$ cat src/rtl/ps2_rx_pkg.sv
package ps2_rx_pkg;
  localparam int unsigned DATA_W = 8;
  localparam logic [DATA_W-1:0] BREAK_CODE = 8'hF0;
  localparam logic [DATA_W-1:0] EXT_CODE   = 8'hE0;
  typedef enum logic {ST_IDLE, ST_SHIFT} rx_state_e;
endpackage

$ cat src/rtl/ps2_clk_filter.sv
module ps2_clk_filter #(
  parameter int unsigned FILT_LEN = 8
) (
  input  logic clk_i,
  input  logic rst_ni,
  input  logic ps2_clk_i,
  output logic filt_o,
  output logic fall_o
);
  logic [FILT_LEN-1:0] hist_q;
  logic                filt_q, fall_q;

  always_ff @(posedge clk_i or negedge rst_ni) begin
    if (!rst_ni) begin
      hist_q <= '1;
      filt_q <= 1'b1;
      fall_q <= 1'b0;
    end else begin
      hist_q <= {hist_q[FILT_LEN-2:0], ps2_clk_i};
      fall_q <= 1'b0;
      if (&hist_q) begin
        filt_q <= 1'b1;
      end else if (~|hist_q) begin
        filt_q <= 1'b0;
        fall_q <= filt_q;  // high-to-low of the filtered clock
      end
    end
  end

  assign filt_o = filt_q;
  assign fall_o = fall_q;
endmodule

$ cat src/rtl/ps2_frame_rx.sv
module ps2_frame_rx
  import ps2_rx_pkg::*;
(
  input  logic              clk_i,
  input  logic              rst_ni,
  input  logic              fall_i,
  input  logic              ps2_data_i,
  output logic [DATA_W-1:0] byte_o,
  output logic              byte_vld_o
);
  localparam int unsigned SH_W  = DATA_W + 1;
  localparam int unsigned CNT_W = $clog2(SH_W + 1);
  localparam logic [CNT_W-1:0] CNT_LAST = CNT_W'(SH_W);

  rx_state_e         state_q;
  logic [CNT_W-1:0]  cnt_q;
  logic [SH_W-1:0]   sreg_q;
  logic [DATA_W-1:0] byte_q;
  logic              vld_q, data_q;

  always_ff @(posedge clk_i or negedge rst_ni) begin
    if (!rst_ni) begin
      state_q <= ST_IDLE;
      cnt_q   <= '0;
      sreg_q  <= '0;
      byte_q  <= '0;
      vld_q   <= 1'b0;
      data_q  <= 1'b1;
    end else begin
      data_q <= ps2_data_i;
      vld_q  <= 1'b0;
      unique case (state_q)
        ST_IDLE: begin
          cnt_q <= '0;
          if (fall_i && !data_q) state_q <= ST_SHIFT;
        end
        ST_SHIFT: begin
          if (fall_i) begin
            if (cnt_q == CNT_LAST) begin  // stop bit
              state_q <= ST_IDLE;
              if (^sreg_q) begin          // odd parity accepted
                byte_q <= sreg_q[DATA_W-1:0];
                vld_q  <= 1'b1;
              end
            end else begin
              sreg_q <= {data_q, sreg_q[SH_W-1:1]};
              cnt_q  <= cnt_q + 1'b1;
            end
          end
        end
        default: state_q <= ST_IDLE;
      endcase
    end
  end

  assign byte_o     = byte_q;
  assign byte_vld_o = vld_q;
endmodule

$ cat src/rtl/ps2_key_filter.sv
module ps2_key_filter
  import ps2_rx_pkg::*;
(
  input  logic              clk_i,
  input  logic              rst_ni,
  input  logic [DATA_W-1:0] byte_i,
  input  logic              byte_vld_i,
  output logic [DATA_W-1:0] code_o,
  output logic              valid_o,
  output logic              brk_o
);
  logic [DATA_W-1:0] code_q;
  logic              valid_q, brk_q;

  always_ff @(posedge clk_i or negedge rst_ni) begin
    if (!rst_ni) begin
      code_q  <= '0;
      valid_q <= 1'b0;
      brk_q   <= 1'b0;
    end else begin
      valid_q <= 1'b0;
      if (byte_vld_i) begin
        if (byte_i == BREAK_CODE) begin
          brk_q <= 1'b1;
        end else if (byte_i != EXT_CODE) begin
          if (brk_q) begin
            brk_q <= 1'b0;  // released key: swallow
          end else begin
            code_q  <= byte_i;
            valid_q <= 1'b1;
          end
        end
      end
    end
  end

  assign code_o  = code_q;
  assign valid_o = valid_q;
  assign brk_o   = brk_q;
endmodule

$ cat src/rtl/ps2_key_rx.sv
module ps2_key_rx
  import ps2_rx_pkg::*;
#(
  parameter int unsigned FILT_LEN = 8
) (
  input  logic              clk_i,
  input  logic              rst_ni,
  input  logic              ps2_clk_i,
  input  logic              ps2_data_i,
  output logic [DATA_W-1:0] code_o,
  output logic              valid_o
);
  logic              filt, fall, frm_vld, brk;
  logic [DATA_W-1:0] frm_byte;

  ps2_clk_filter #(.FILT_LEN(FILT_LEN)) u_filt (
    .clk_i(clk_i), .rst_ni(rst_ni), .ps2_clk_i(ps2_clk_i),
    .filt_o(filt), .fall_o(fall)
  );

  ps2_frame_rx u_frame (
    .clk_i(clk_i), .rst_ni(rst_ni), .fall_i(fall), .ps2_data_i(ps2_data_i),
    .byte_o(frm_byte), .byte_vld_o(frm_vld)
  );

  ps2_key_filter u_key (
    .clk_i(clk_i), .rst_ni(rst_ni), .byte_i(frm_byte), .byte_vld_i(frm_vld),
    .code_o(code_o), .valid_o(valid_o), .brk_o(brk)
  );
endmodule

$ cat config.mk
export PLATFORM = sky130hd
export DESIGN_NAME = ps2_key_rx
export DESIGN_NICKNAME = d
export VERILOG_FILES = /design/src/rtl/ps2_rx_pkg.sv /design/src/rtl/ps2_clk_filter.sv /design/src/rtl/ps2_frame_rx.sv /design/src/rtl/ps2_key_filter.sv /design/src/rtl/ps2_key_rx.sv
export SDC_FILE = /design/constraint.sdc
export NUM_CORES = 1
export LEC_CHECK = 0
export CAP_MARGIN = 40
export CORE_MARGIN = 4
export CORE_UTILIZATION = 45
export DETAILED_ROUTE_END_ITERATION = 8
export DONT_BUFFER_PORTS = 1
export HOLD_SLACK_MARGIN = 0.1
export SETUP_SLACK_MARGIN = 0.4
export SYNTH_ARGS = -nofsm -noshare
export SYNTH_HDL_FRONTEND = slang
export SYNTH_HIERARCHICAL = 1
export SYNTH_SLANG_ARGS = --single-unit
$ cat constraint.sdc
create_clock -name clk_i -period 6.2 [get_ports clk_i]
set_clock_uncertainty 0.2 [all_clocks]
set_input_delay 0.62 -clock clk_i [delete_from_list [all_inputs] [get_ports clk_i]]
set_output_delay 0.62 -clock clk_i [all_outputs]
set_load 0.05 [all_outputs]
==> results.cfg, run 1 <==
[floorplanning]
row_count = 22
die_h_um = 70.8
dieArea_um2 = 5010
die_x_um = 70.8
num_io_pins = 13
initial_core_util = 0.474
coreArea_um2 = 3740

[clock_network]
h-tree-depth = 2
cts_hold_buf = 2
cts.sinks = 44
postCtsSetupRepairBufs = 0
clk_pin_slew_ps = 80
cts_buffer_depth = 2
postCtsResizedCells = 0
cts_tree = yes
cts-root-buf = clkbuf_8
cts_buffers = 5
clkLatencyLatePin_ps = 290

[sta]
maxSlewHeadroom = 0.506
post-route-period-util = 0.361
setup_violations = 0
fmax_mhz = 446
rsz0062_at_grt = false
worst_pin_slew_ps = 739
finalSetupTns_ps = 0
fin_crit_ps = 2240
slew_viol_final = 0
hold_violations = 0

[logic_synthesis]
async_reset_ff_frac = 1.00
synth_area_um2 = 1770
synth_area_leaders = dfrtp_1, dfstp_2, mux2_2
synthCells = 118
yosysTopAreaCell = dfrtp_1
ys_seq_elements = 44
synthMostInstantiatedCell = dfrtp_1
yosysUniqueCellTypes = 30
ys.flop_type = dfrtp_1
synth_fp_nets = 124
ys_seq_area_frac = 0.628
synth_edf_count = 0
synth_commonest_cells = dfrtp_1, mux2_2, dfstp_2
ys.warnings.count = 6
syn_avg_cell_area_um2 = 15.0
yosys.area.top_type_share = 0.480

[run_status]
status = finished clean

[setup_path]
worstSetupEndpointType = flop
reg2reg_to = u_frame/sreg_q[5]
cpPeakStageDelay_ps = 650
ff2ff_setup_slack_ps = 3960
arrival_ps = 2210
start_kind = flop
worst-r2r-cell-count = 4
worstReg2RegStart = u_frame/cnt_q[0]
crit_type = reg2reg
critPathMaxFanout = 9
cp.required_ps = 6170
slowest_stage = nor2b_1
path_cells = ha_1 > nand3b_1 > nor2b_1 > mux2_2

[global_route]
grt_max_degree = 45
antenna_found_initial = 0
grt_first_pass_wirelength_um = 4440
grt_overflow = 0
grt_pass1_vias = 904
track_usage = 0.114

[place]
dpl_cell_area_um2 = 1820
hpwl_um = 1750
portBuffers = 0
placed_cells = 164
routabilityCongestion = 0.742

[drt]
viasPerCell = 5.19
dr.pass1.iters = 4
wire_per_inst_um = 14.9
drt_iter0_drc = 96
finalWirelength_um = 2620
final_antenna_net_count = 0
drc = 0
vias = 913

[power]
power_density_nw_per_um2 = 268
peakVddDrop_mv = 0.164
p_leak_nw = 0.937
p_total_mw = 0.532

[final_layout]
final_layout_size_suffix_gt1_frac = 0.359
utilization = 0.531
stdcell_count = 176
final_area_um2 = 1990
antenna_cells = 0
area_delta_synth_final_pct = 12.2
fin_nets = 133
fillers = 327

[hold_path]
min_from = u_filt/hist_q[6]
hp-class = reg2reg
min_path_cells = 0
min_to = u_filt/hist_q[7]

[job]
maxCapViolations = 0
[area by class of cell]
class	count	area, um2	share of cell area
clock buffers	6	82.6	0.0415
multi-input cells	68	629	0.316
clock inverters	2	38.8	0.0195
well taps	48	60.1	0.0302
repair buffers	4	50.0	0.0252
flip-flops and latches	44	1110	0.560
inverters	4	15.0	0.00755
[critical path: cells and delay by family (launching register included)]
kind	cells	cell delay (ps)
adders and majority gates	1	220
DFF	1	420
and+or+nand+nor	2	870
muxes	1	410
[layer usage]
metal  GRT usage  share of wire
met5           0              0
met4      0.0438          0.016
met3      0.0455          0.050
met2       0.169           0.45
met1       0.152           0.49
[logic make-up after synthesis]
family / count (synthesis) / share of synthesized area
DFF: 44 / 0.628
AOI/OAI and AO/OA: 13 / 0.0565
xor gates and xnor gates: 8 / 0.0550
muxes: 21 / 0.146
adders and majority gates: 2 / 0.0141
and+or+nand+nor: 24 / 0.0833
buffers and inverters: 6 / 0.0169
[placed cells by master, fill, tap and decap left out, types with 2 or more instances in the layout]
master | Yosys | final
a21oi_1 | 5 | 5
a22o_2 | 4 | 4
clkbuf_8 | 0 | 6
dfrtp_1 | 34 | 34
dfstp_2 | 10 | 10
dlygate4sd3_1 | 0 | 3
ha_1 | 2 | 2
inv_1 | 4 | 4
mux2_2 | 17 | 17
mux2_4 | 3 | 3
nand2_1 | 3 | 3
nand2b_1 | 2 | 2
nand3_1 | 2 | 2
nand4_1 | 3 | 3
nor2_1 | 5 | 5
nor2b_1 | 2 | 2
nor4_2 | 2 | 2
xnor2_1 | 2 | 2
xnor3_1 | 2 | 2
xor2_1 | 4 | 4
[flip-flops by register name (all words and copies together), names as in the netlist]
register,count
u_filt/fall_o,1
u_filt/filt_o,1
u_filt/hist_q,8
u_frame/byte_o,8
u_frame/byte_vld_o,1
u_frame/cnt_q,4
u_frame/data_q,1
u_frame/sreg_q,9
u_frame/state_q,1
u_key/brk_o,1
u_key/code_o,8
u_key/valid_o,1
[through the flow]
step                hold WS (ps)  setup slack [ps]
floorplan                    124              4190
detailed placement           126              3950
global placement             126              4020
CTS                          106              3930
finish                       182              3960
global route                 189              3800
[report_power, final]
group | internal, mW | switching, mW | leakage [nW]
logic | 0.00369 | 0.00625 | 0.295
clock network | 0.132 | 0.0942 | 0.0614
registers | 0.294 | 0.00299 | 0.580
[how the worst max path moves through the flow]
| stage | startpoint | slack, ps | end |
|---|---|---|---|
| after global routing | u_frame/cnt_q[1] | 3800 | u_frame/sreg_q[5] |
| after global placement | u_frame/cnt_q[1] | 4020 | u_frame/sreg_q[6] |
| after floorplan | u_frame/sreg_q[2] | 4190 | u_frame/byte_o[0] |
| after CTS | u_frame/cnt_q[0] | 3930 | u_frame/sreg_q[5] |
| after detailed placement | u_frame/cnt_q[0] | 3950 | u_frame/sreg_q[7] |
| final | u_frame/cnt_q[0] | 3960 | u_frame/sreg_q[5] |
Power figures use the tool's default switching activity.
==> run 2: changes to the inputs <==
clock period = 1.8 ns   (was 6.2 ns; I/O delays follow)
==> run 2 against run 1 <==
- the run now ends with hold timing, setup timing left
- wire length increased by 22%
- clock power increased to 3.9 times the previous value
- global-route usage increased by 3.2 points
- cell count increased by 16%
==> results.cfg, run 2 (same netlist as run 1, synthesis figures left out) <==
[run_status]
status = finished with violations
violations = hold timing, setup timing

[power]
p_leak_nw = 1.16
power_density_nw_per_um2 = 802
peakVddDrop_mv = 0.519
p_total_mw = 1.91

[setup_path]
worstSetupEndpointType = flop
start_kind = flop
crit_path_start = u_frame/cnt_q[1]
cp.required_ps = 1770
crit_type = reg2reg
arrival_ps = 2000
worstReg2RegStart = u_frame/cnt_q[1]
critPathMaxFanout = 9

[drt]
drc = 0
viasPerCell = 5.15
drt_iter0_drc = 57
final_antenna_net_count = 0
vias = 1050
wire_per_inst_um = 15.7
dr.pass1.iters = 4
finalWirelength_um = 3190

[floorplanning]
initial_core_util = 0.474
row_count = 22
coreArea_um2 = 3740
die_h_um = 70.8
die_x_um = 70.8
num_io_pins = 13
dieArea_um2 = 5010

[final_layout]
area_delta_synth_final_pct = 34.0
utilization = 0.635
final_layout_size_suffix_gt1_frac = 0.551
largest-register = u_frame/sreg_q
largest_register_ff_count = 9
antenna_cells = 0
final_common_cell = dfrtp_1
stdcell_count = 204
most-common-layout-cells = dfrtp_1, buf_4, mux2_4
fin_nets = 161
final_area_um2 = 2380

[sta]
finalSetupTns_ps = -2020
fin_crit_ps = 2030
setup_violations = 11
holdWs_ps = -631
fin_ws_ps = -226
maxSlewHeadroom = 0.648
worst_pin_slew_ps = 526
post-route-period-util = 1.13
rsz0062_at_grt = true
fmax_mhz = 493
slew_viol_final = 0
hold_violations = 44

[clock_network]
clkLatencyLatePin_ps = 290
cts-root-buf = clkbuf_8
clk_pin_slew_ps = 90
h-tree-depth = 2
cts_buffers = 5
cts.sinks = 44
cts_tree = yes
cts_buffer_depth = 2
cts_hold_buf = 2

[place]
placed_cells = 181
routabilityCongestion = 0.744
dpl_cell_area_um2 = 1980
hpwl_um = 2060
place_ws_ps = -307
portBuffers = 0

[global_route]
track_usage = 0.147
grt_first_pass_wirelength_um = 5710
grt_max_degree = 45
grt_pass1_vias = 1181
antenna_found_initial = 0
grt_overflow = 0

[job]
maxCapViolations = 0

[hold_path]
hp-class = in2async
==> run 2: area by class of cell <==
cell class                 count  area, um2
fill                         295       1370
sequential                    44       1110
multi-input combinational     68        744
timing repair buffer          32        310
clock buffer                   6       72.6
clock inverter                 2       60.1
tap                           48       60.1
inverter                       4       15.0
==> run 2: per-layer routing <==
metal,part of all wire,track usage
met5,0,0
met4,0.0097,0.0501
met3,0.037,0.0483
met2,0.53,0.256
met1,0.42,0.168
==> run 2: worst paths after layout <==
kind,end,slack (ps),cells past startpoint
max reg2reg,u_frame/byte_o[6],-230,7
min in group clk_i,u_filt/hist_q[6],180,0
max in group asynchronous,u_filt/hist_q[4],1840,0
min reg2reg,u_filt/hist_q[6],180,0
max,u_frame/byte_o[6],-230,7
min,u_key/code_o[0],-630,0
==> run 2: worst max-delay path, cell delays in order, from the launching register on <==
cell      delay (ps)
dfrtp_1          390
inv_1             60
ha_2             160
nand3b_1         140
nor3b_1          400
mux2i_4          130
buf_12           160
mux2_2           270
==> run 2: repair_timing <==
action,CTS,global route
setup buffers,9,3
pin swaps,9,5
gates cloned,1,0
resized for setup,23,7
setup endpoints to repair,29,32
endpoints found under the hold margin,46,44
==> run 2: where the power goes <==
group	leakage [nW]	internal, mW	total, mW	switching (mW)
clock	0.0654	0.555	0.875	0.320
sequential	0.580	1.01	1.02	0.0106
combinational	0.511	0.00689	0.00972	0.00282
==> run 3: changes to the inputs <==
clock period = 2.2 ns   (was 1.8 ns; I/O delays follow)
==> run 3 against run 2 <==
- the run now ends clean
- power is 24% lower
- global-route usage is 2.9 points lower
- critical path type unchanged
- register-to-register slack better by 380 ps
- highest routed layer unchanged
- sequential power is 18% lower
- non-clock buffer count is 23 lower
- worst setup slack better by 380 ps
- critical path depth is 2 lower
- sequential share of layout area is 7.6 points higher
- wire length is 15% lower
- die area stayed put
- core utilization is 8.9 points lower
==> results.cfg, run 3 (same netlist as run 1, synthesis figures left out) <==
[run_status]
status = finished clean

[global_route]
grt_overflow = 0
grt_pass1_vias = 941
track_usage = 0.118
grt_first_pass_wirelength_um = 4620
grt_max_degree = 45
antenna_found_initial = 0

[setup_path]
cpPeakStageDelay_ps = 480
arrival_ps = 2030
worst-r2r-cell-count = 5
slowest_stage = xnor3_2
cp_top_family = XOR/XNOR gates
path_cells = xor2_1 > xnor3_2 > mux2i_4 > buf_12 > mux2_2
critPathMaxFanout = 9
worst-path-buf-inv = 1
cp.required_ps = 2180
crit_type = reg2reg
ff2ff_setup_slack_ps = 150
start_kind = flop
worstSetupEndpointType = flop
worstReg2RegStart = u_frame/sreg_q[2]
reg2reg_to = u_frame/byte_o[0]

[floorplanning]
die_h_um = 70.8
die_x_um = 70.8
initial_core_util = 0.474
dieArea_um2 = 5010
coreArea_um2 = 3740
row_count = 22
num_io_pins = 13

[drt]
finalWirelength_um = 2710
drt_iter0_drc = 21
final_antenna_net_count = 0
wire_per_inst_um = 14.9
viasPerCell = 5.07
dr.pass1.iters = 4
vias = 918
drc = 0

[sta]
hold_violations = 0
finalSetupTns_ps = 0
fin_ws_ps = 149
maxSlewHeadroom = 0.676
fmax_mhz = 487
slew_viol_final = 0
worst_pin_slew_ps = 486
setup_violations = 0
fin_crit_ps = 2050
rsz0062_at_grt = true
post-route-period-util = 0.932
holdWs_ps = 183

[final_layout]
fillers = 314
final_common_cell = dfrtp_1
utilization = 0.546
area_delta_synth_final_pct = 15.3
most-common-layout-cells = dfrtp_1, mux2_2, dfstp_2
fin_nets = 138
final_layout_size_suffix_gt1_frac = 0.414
antenna_cells = 0
largest_register_ff_count = 9
largest-register = u_frame/sreg_q
final_area_um2 = 2040

[clock_network]
cts_buffer_depth = 2
cts.sinks = 44
cts_buffers = 5
cts-root-buf = clkbuf_8
h-tree-depth = 2
clkLatencyLatePin_ps = 290
clk_pin_slew_ps = 80
cts_tree = yes

[power]
p_leak_nw = 0.965
peakVddDrop_mv = 0.408
power_density_nw_per_um2 = 713

[job]
maxCapViolations = 0

[place]
place_ws_ps = 106
portBuffers = 0
hpwl_um = 1800
dpl_cell_area_um2 = 1830
routabilityCongestion = 0.733

[hold_path]
hp-class = in2async
## run 3: cell count changes in the layout (fill, tap and decap cells not counted), sizes merged
cell	change
dlygate4sd3	+1
clkbuf	-1
buf	-23
clkinv	+1
bufinv	-1
## run 3: worst max path at each step
stage	cells after the start	startpoint	slack (ps)	end
after CTS	5	u_frame/sreg_q[2]	170	u_frame/byte_o[0]
after detailed placement	4	u_frame/sreg_q[4]	110	u_frame/byte_o[6]
final	5	u_frame/sreg_q[2]	150	u_frame/byte_o[0]
after global routing	5	u_frame/sreg_q[2]	110	u_frame/byte_o[0]
after floorplan	4	u_frame/sreg_q[4]	230	u_frame/byte_o[0]
after global placement	4	u_frame/sreg_q[4]	130	u_frame/byte_o[4]
## run 3: final cells by class
cell class / instances / area (um2) / share of cell area
clock buffer: 6 / 72.6 / 0.0355
clock inverter: 2 / 35.0 / 0.0171
inverter: 4 / 15.0 / 0.00734
sequential: 44 / 1110 / 0.545
tap: 48 / 60.1 / 0.0294
multi-input combinational: 68 / 648 / 0.317
timing repair buffer: 9 / 100 / 0.0490
## run 3: report_power, final
part	internal [mW]	total [mW]	leakage [nW]	switching [mW]
clock	0.337	0.592	0.0552	0.256
sequential	0.828	0.837	0.580	0.00927
combinational	0.0104	0.0276	0.330	0.0172
total	1.17	1.46	0.965	0.282
## run 3: repair_timing
action | CTS | global route
endpoints found under the setup margin | 9 | 21
pin swaps | 1 | 0
gates resized for setup | 1 | 4
hold buffers | 4 | 0
setup buffers | 3 | 0
endpoints found under the hold margin | 46 | 0
## run 3: through the flow
stage          power [mW]  instances
6_report             1.46        181
2_1_floorplan       0.854        118
3_5_place_dp        0.857        166
3_3_place_gp        0.856        166
5_1_grt              1.51        181
4_1_cts              1.47        181
## run 3: per-layer routing
layer	vias up	wire (um)	track usage	share of wire
met3	4	111	0.0355	0.041
met5	-	0	0	0
li1	452	-	-	-
met4	0	32	0.0564	0.012
met2	16	1220	0.175	0.45
met1	446	1340	0.158	0.50
